### src/rtl/vmd_pkg.sv
package vmd_pkg;

    localparam int INSTR_W = 32;
    localparam int REG_W   = 5;
    localparam int NF_W    = 3;
    localparam int CFG_W   = 2;
    localparam int MLEN_W  = 8;
    localparam int CNT_W   = 4;
    localparam int OP_W    = 4;
    localparam int DESC_W  = MLEN_W + 1 + CFG_W + CNT_W;
    localparam int LMUL_N  = 1 << CFG_W;
    localparam int SEG_LIMIT = 8;

    localparam logic [6:0] OPC_VLOAD  = 7'b0000111;
    localparam logic [6:0] OPC_VSTORE = 7'b0100111;

    localparam logic [2:0] MOP_UNIT    = 3'b000;
    localparam logic [2:0] MOP_SIGNED  = 3'b100;

    localparam logic [2:0] WD_BYTE = 3'b000;
    localparam logic [2:0] WD_HALF = 3'b101;
    localparam logic [2:0] WD_WORD = 3'b110;
    localparam logic [2:0] WD_ELEM = 3'b111;

    typedef enum logic [OP_W-1:0] {
        VOP_NONE  = 4'd0,
        VOP_LD_BS = 4'd1,
        VOP_LD_HS = 4'd2,
        VOP_LD_WS = 4'd3,
        VOP_LD_E  = 4'd4,
        VOP_LD_BU = 4'd5,
        VOP_LD_HU = 4'd6,
        VOP_LD_WU = 4'd7,
        VOP_ST_B  = 4'd8,
        VOP_ST_H  = 4'd9,
        VOP_ST_W  = 4'd10,
        VOP_ST_E  = 4'd11
    } vmd_op_e;

    typedef struct packed {
        logic [NF_W-1:0]  nf;
        logic [2:0]       mop;
        logic             vm;
        logic [4:0]       lumop;
        logic [REG_W-1:0] rs1;
        logic [2:0]       width;
        logic [REG_W-1:0] vd;
        logic [6:0]       opcode;
    } vmd_fields_t;

    typedef struct packed {
        logic [CNT_W-1:0]  fields;
        logic [CFG_W-1:0]  lmul;
        logic              vm;
        logic [MLEN_W-1:0] mlen;
    } vmd_desc_t;

    // log2 of the fixed memory size in bytes; element width returns 0 (unused)
    function automatic logic [1:0] fixed_size_log2(input logic [2:0] wd);
        case (wd)
            WD_HALF: fixed_size_log2 = 2'd1;
            WD_WORD: fixed_size_log2 = 2'd2;
            default: fixed_size_log2 = 2'd0;
        endcase
    endfunction

    function automatic logic op_is_load(input vmd_op_e op);
        op_is_load = (op >= VOP_LD_BS) && (op <= VOP_LD_WU);
    endfunction

endpackage

### src/rtl/vmd_match.sv
module vmd_match
    import vmd_pkg::*;
(
    input  logic [INSTR_W-1:0] instr,
    output vmd_fields_t        fld,
    output vmd_op_e            op,
    output logic               hit
);
    logic is_ld_opc;
    logic is_st_opc;
    logic unit_ok;

    assign fld       = vmd_fields_t'(instr);
    assign is_ld_opc = (fld.opcode == OPC_VLOAD);
    assign is_st_opc = (fld.opcode == OPC_VSTORE);
    assign unit_ok   = (fld.lumop == 5'd0);

    always_comb begin
        op = VOP_NONE;
        if (unit_ok && is_ld_opc && fld.mop == MOP_SIGNED) begin
            case (fld.width)
                WD_BYTE: op = VOP_LD_BS;
                WD_HALF: op = VOP_LD_HS;
                WD_WORD: op = VOP_LD_WS;
                default: op = VOP_NONE;
            endcase
        end else if (unit_ok && is_ld_opc && fld.mop == MOP_UNIT) begin
            case (fld.width)
                WD_BYTE: op = VOP_LD_BU;
                WD_HALF: op = VOP_LD_HU;
                WD_WORD: op = VOP_LD_WU;
                WD_ELEM: op = VOP_LD_E;
                default: op = VOP_NONE;
            endcase
        end else if (unit_ok && is_st_opc && fld.mop == MOP_UNIT) begin
            case (fld.width)
                WD_BYTE: op = VOP_ST_B;
                WD_HALF: op = VOP_ST_H;
                WD_WORD: op = VOP_ST_W;
                WD_ELEM: op = VOP_ST_E;
                default: op = VOP_NONE;
            endcase
        end
    end

    assign hit = (op != VOP_NONE);

endmodule

### src/rtl/vmd_legal.sv
module vmd_legal
    import vmd_pkg::*;
(
    input  logic             hit,
    input  vmd_op_e          op,
    input  logic [2:0]       width,
    input  logic [REG_W-1:0] vd,
    input  logic             vm,
    input  logic [NF_W-1:0]  nf,
    input  logic [CFG_W-1:0] sew,
    input  logic [CFG_W-1:0] lmul,
    input  logic             cfg_invalid,
    input  logic             vec_enable,
    output logic             illegal
);
    localparam int PROD_W = CFG_W + CNT_W;

    logic [LMUL_N-1:0] align_ok;
    logic              bad_cfg;
    logic              bad_width;
    logic              bad_align;
    logic              bad_seg;
    logic              bad_overlap;
    logic [PROD_W-1:0] seg_prod;
    logic [CNT_W-1:0]  seg_cnt;

    // one alignment test per possible group exponent
    genvar g;
    generate
        for (g = 0; g < LMUL_N; g++) begin : g_align
            if (g == 0) begin : g_any
                assign align_ok[g] = 1'b1;
            end else begin : g_mask
                assign align_ok[g] = (vd[g-1:0] == '0);
            end
        end
    endgenerate

    assign bad_cfg   = cfg_invalid || !vec_enable;
    assign bad_width = (width != WD_ELEM) && (fixed_size_log2(width) > sew);
    assign bad_align = !align_ok[lmul];

    assign seg_cnt  = {1'b0, nf} + CNT_W'(1);
    assign seg_prod = PROD_W'(lmul) * PROD_W'(seg_cnt);
    assign bad_seg  = (seg_prod > PROD_W'(SEG_LIMIT));

    assign bad_overlap = op_is_load(op) && !vm && (lmul >= CFG_W'(2)) && (vd == '0);

    assign illegal = hit && (bad_cfg || bad_width || bad_align || bad_seg || bad_overlap);

endmodule

### src/rtl/vmd_desc.sv
module vmd_desc
    import vmd_pkg::*;
(
    input  logic              hit,
    input  logic [CFG_W-1:0]  sew,
    input  logic [CFG_W-1:0]  lmul,
    input  logic              vm,
    input  logic [NF_W-1:0]   nf,
    output logic [DESC_W-1:0] desc
);
    localparam int EXP_W = CFG_W + 2;

    logic [EXP_W-1:0] mexp;
    vmd_desc_t        d;

    assign mexp     = EXP_W'(sew) + EXP_W'(3) - EXP_W'(lmul);
    assign d.mlen   = MLEN_W'(1) << mexp;
    assign d.vm     = vm;
    assign d.lmul   = lmul;
    assign d.fields = {1'b0, nf} + CNT_W'(1);

    assign desc = hit ? DESC_W'(d) : '0;

endmodule

### src/rtl/vec_mem_decode.sv
module vec_mem_decode
    import vmd_pkg::*;
(
    input  logic [31:0] instr,
    input  logic [1:0]  sew,
    input  logic [1:0]  lmul,
    input  logic        cfg_invalid,
    input  logic        vec_enable,
    output logic        not_mine,
    output logic        illegal,
    output logic [3:0]  op,
    output logic [4:0]  vd,
    output logic [4:0]  rs1,
    output logic [14:0] desc
);
    vmd_fields_t fld;
    vmd_op_e     op_sel;
    logic        hit;

    vmd_match u_match (
        .instr (instr),
        .fld   (fld),
        .op    (op_sel),
        .hit   (hit)
    );

    vmd_legal u_legal (
        .hit         (hit),
        .op          (op_sel),
        .width       (fld.width),
        .vd          (fld.vd),
        .vm          (fld.vm),
        .nf          (fld.nf),
        .sew         (sew),
        .lmul        (lmul),
        .cfg_invalid (cfg_invalid),
        .vec_enable  (vec_enable),
        .illegal     (illegal)
    );

    vmd_desc u_desc (
        .hit  (hit),
        .sew  (sew),
        .lmul (lmul),
        .vm   (fld.vm),
        .nf   (fld.nf),
        .desc (desc)
    );

    assign not_mine = !hit;
    assign op       = op_sel;
    assign vd       = fld.vd;
    assign rs1      = fld.rs1;

endmodule

### config.mk
export PLATFORM = sky130hd
export DESIGN_NAME = vec_mem_decode
export DESIGN_NICKNAME = d
export VERILOG_FILES = /design/src/rtl/vmd_pkg.sv /design/src/rtl/vmd_match.sv /design/src/rtl/vmd_legal.sv /design/src/rtl/vmd_desc.sv /design/src/rtl/vec_mem_decode.sv
export SDC_FILE = /design/constraint.sdc
export NUM_CORES = 1
export LEC_CHECK = 0
export CAP_MARGIN = 25
export CORE_AREA = 4 4 42 44
export DETAILED_ROUTE_END_ITERATION = 8
export DIE_AREA = 0 0 46 48
export DONT_BUFFER_PORTS = 1
export PLACE_DENSITY = 0.81
export SYNTH_ARGS = -nofsm -noshare
export SYNTH_HDL_FRONTEND = slang
export SYNTH_SLANG_ARGS = --single-unit
### constraint.sdc
create_clock -name vclk -period 4.9
set_input_delay 0.98 -clock vclk [all_inputs]
set_output_delay 0.98 -clock vclk [all_outputs]
set_load 0.01 [all_outputs]
Word level (Yosys, flattened, before mapping). Cells that the tools add are included.

Equal/unequal tests: 7. Multiply operators: 1. Multiplexer cells: 10. Reductions and logical operators: 27. Shift-type cells: 1. Bitwise operators: 1. Magnitude comparators: 6. Add/subtract/negate cells: 3.

Operators with widths (count): 4-bit case mux with 4 select lines (1); 15-bit two-way mux (1); 3-bit equality test, second input constant (4); 4-bit two-way mux (3); 3-bit case mux with 4 select lines (1); 1-bit logical AND (11); 5-bit zero test (2); 3-bit zero test (3); 1-bit by 4-bit << shifter with 8-bit output, first input constant (1); 7-bit by 3-bit equality test with 1-bit output, second input constant (1); 7-bit by 6-bit equality test with 1-bit output, second input constant (1); 6-bit by 4-bit greater-than comparator with 1-bit output, second input constant (1); 2-bit by 4-bit multiplier with 6-bit output (1); 2-bit case mux with 3 select lines (1); 1-bit logical OR (5); 3-bit by 1-bit adder with 4-bit output, second input constant (1); 4-bit by 1-bit greater-or-equal comparator with 1-bit output, second input constant (1); 4-bit by 3-bit less-or-equal comparator with 1-bit output, second input constant (1); 1-bit zero test (4); 2-bit case mux with 2 select lines (1); 4-bit nonzero test (1); 4-bit by 2-bit subtractor with 4-bit output (1); 2-bit by 2-bit adder with 3-bit output, second input constant (1); 2-bit by 3-bit < comparator with 1-bit output, second input constant (1); 7 further kinds (7).

Output and inout bits: 31. Flip-flop bits (word level): 0. Logic and storage cells: 56.

Longest topological paths before layout.
Word-level depth: 13. Depth in mapped cells: 8. Mapped depth without buffers: 8.

By module. Synthesis repeated with hierarchy kept, for this count alone.

Cell total of the unflattened synthesis: 126. Area, all modules: 923.4 um2.

By module, submodules not included: vmd_match (area an instance 436.7 um2, times used 1, cells an instance 59); vmd_legal (area an instance 307.8 um2, times used 1, cells an instance 39); vmd_desc (area an instance 175.2 um2, times used 1, cells an instance 27); vec_mem_decode (area an instance 3.8 um2, times used 1, cells an instance 1).

Worst setup path after synthesis. No wires, ideal clock.

Path kind: in2out. From: input instr[29]. To: output illegal. Data required time: 3920 ps. Stages on the path: 8. Arrival time: 2550 ps. Path slack: 1370 ps. Cells stage by stage: ha_1 -> and2_1 -> ha_1 -> fa_1 -> nor2_1 -> o21ai_0 -> a21oi_1 -> a41oi_1.

Word-level cells in the longest chain between the ends: 6.

RTL lines: from (decl) (line vec_mem_decode.sv:4) `input logic [31:0] instr,`; 3-bit by 1-bit adder with 4-bit output (line vmd_legal.sv:43) `assign seg_cnt = {1'b0, nf} + CNT_W'(1);`; 2-bit by 4-bit multiplier with 6-bit output (line vmd_legal.sv:44) `assign seg_prod = PROD_W'(lmul) * PROD_W'(seg_cnt);`; 6-bit by 4-bit greater-than comparator with 1-bit output (line vmd_legal.sv:45) `assign bad_seg = (seg_prod > PROD_W'(SEG_LIMIT));`; 1-bit logical OR (2 in a row) (line vmd_legal.sv:49) `assign illegal = hit && (bad_cfg || bad_width || bad_align || bad_seg || bad_overlap);`; 1-bit logical AND (line vmd_legal.sv:49); to (decl) (line vec_mem_decode.sv:10) `output logic illegal,`.

No other way between the ends.

Worst setup path in the final report. Ends and elaborated chain as after synthesis.

==> results.toml <==
[logic_synthesis]
yosysSeqAreaShare = 0
synth_area_leaders = "ha_1 14%, buf_4 9.1%, and2_1 6.1%, nor4b_2 5.5%, fa_1 4.9%"
synthAdderAreaFrac = 0.1860
muxShareOfSynthArea = 0.02439
synth_compound_area_frac = 0.1448
synth-simple-area-share = 0.4573
synthXorXnorAreaFrac = 0.03201
synth.distinct_cells = 41
yosysTopAreaCell = "ha_1"
yosysWarnings = 0
synth_top_family_by_area = "simple AND/OR/NAND/NOR gates"
synth_area_um2 = 820.8
synth_top_area_share = 0.1372
syn_nets = 155
postSynthCellCount = 106
syn_avg_cell_area_um2 = 7.743

[power]
switching_power_uw = 28.30
total_power_uw = 51.23
pwr-share-clk = 0
p_seq_frac = 0
comb_power_share = 1.000
switching_share = 0.5525
cellLeakagePower_nw = 0.3217
intPower_uw = 22.93
p_per_area_mw_per_mm2 = 68.36
ir_drop_v = 0.00004246

[cells_and_area]
fin_area_um2 = 749.5
design.seq.count = 0
nClkBuffers = 0
diodes = 0
multi_input_comb_area_um2 = 693.2
final_util = 0.5218
final_cell_mix = "10 x nor2_1, 9 x ha_1, 8 x and2_1"
layout-drive-gt1-share = 0.1170
nFillCells = 145
seq_area_um2 = 0
area_delta_synth_final_pct = -8.689
final_common_cell = "nor2_1"
final_cells = 110
nets = 145

[global_route]
grt_max_degree = 11
grt_pass1_vias = 668
antenna_found_initial = 0
grtUsageTotal = 0.1568
grt_overflow_total = 0
grt_pass1_wl_mm = 2.718

[die]
num_rows = 14
core_mm2 = 0.001436
die_h_um = 48
die_area_mm2 = 0.002208
die_w_um = 46
pin_count = 69
start_util = 0.5714

[critical_path]
arrival_ps = 2660
cp_max_fo = 5
worst_setup_path_end_kind = "primary output"
cp.required_ps = 3920
timing_worst_setup_path_type = "in2out"
crit_path_start_kind = "input port"

[drt]
met3_length_um = 144
route.met2.wl_um = 973
antenna_left = 0
dr.max_layer_used = "met3"
vias = 704
drc = 0
route.layer.met1.wl_um = 646
drt-initial-drc-count = 4
wl_per_cell_um = 16.04
firstDrtPassIters = 3
vias_per_cell = 6.400
routed_wl_mm = 1.764

[sta]
rsz0062_at_grt = "no"
setup_tns_ps = 0
finalHoldViolCount = 0
setup_violations = 0
fin_hold_ws_ps = 1960
finalCriticalPeriod_ps = 3645
max_freq_mhz = 274.4
setup_ws_ps = 1255
tightest_slew_ps = 558.1
slew_viol_final = 0
max_slew_margin = 0.6245
finalCritPeriodShare = 0.7438

[worst_hold_path]
min_delay_worst_endpoint = "rs1[1]"
hp-start = "instr[16]"
whs_path_depth = 0
min_path_type = "in2out"

[cts]
post_cts_buffers = 0
holdBufCountCts = 0
cts.repair.resized = 0

[placement]
dpl_cell_area_um2 = 749.5
dp.cells = 110
pre_cts_ws_ps = 1251
gp_congestion = 0.7763
detailed_place_hpwl_mm = 1.558
numPortBuffers = 0

[flow_run]
maxCapViolations = 0

[status]
outcome = "finished, final reports clean"
==> cell usage after synthesis (all sizes together) <==
master / number
a211oi: 1
and4: 1
o22ai: 1
a31oi: 1
mux2i: 2
o211ai: 1
nand3b: 1
nor2b: 1
nand2b: 3
nor3b: 2
and4bb: 1
xnor2: 1
buf: 12
ha: 9
a21oi: 6
nand2: 5
nor2: 11
o31ai: 1
inv: 9
a21o: 2
nand4bb: 1
a41oi: 1
nor3: 3
xor2: 2
fa: 2
and4b: 3
and3: 1
nor4: 4
and2: 8
nor4b: 4
nand3: 2
o21bai: 1
nand4: 1
o21ai: 2
==> worst max-delay path by stage <==
stage	startpoint	cells past startpoint	endpoint
3_3_place_gp	instr[29]	8	illegal
4_1_cts	instr[29]	8	illegal
3_5_place_dp	instr[29]	8	illegal
2_1_floorplan	instr[29]	8	illegal
6_report	instr[29]	8	illegal
5_1_grt	instr[29]	8	illegal
==> power groups by stage <==
stage          logic (mW)  clock network (mW)  registers, mW
3_5_place_dp       0.0512                   0              0
3_3_place_gp       0.0479                   0              0
5_1_grt            0.0587                   0              0
6_report           0.0512                   0              0
2_1_floorplan      0.0542                   0              0
4_1_cts            0.0515                   0              0
==> critical path: stages <==
cell,delay (ps)
ha_1,290
and2_1,170
ha_1,200
fa_1,490
nor2_1,40
o21ai_0,60
a21oi_1,90
a41oi_1,340
==> logic make-up after synthesis <==
group / Yosys count
XOR/XNOR: 3
adder cells (fa/ha/maj): 11
AO/OA/AOI/OAI: 17
AND/OR/NAND/NOR: 52
buffers and inverters: 21
multiplexers: 2
==> layer usage <==
| metal | vias up | GRT usage |
|---|---|---|
| li1 | 351 | - |
| met1 | 327 | 0.1780 |
| met2 | 26 | 0.3104 |
| met3 | 0 | 0.02256 |
| met4 | 0 | 0.02273 |
| met5 | - | 0 |
==> layout make-up <==
type               count  area share
multi-input cells     85      0.9249
inverters              9     0.04841
well taps             16     0.02671
(Power assumes the default switching activity.)
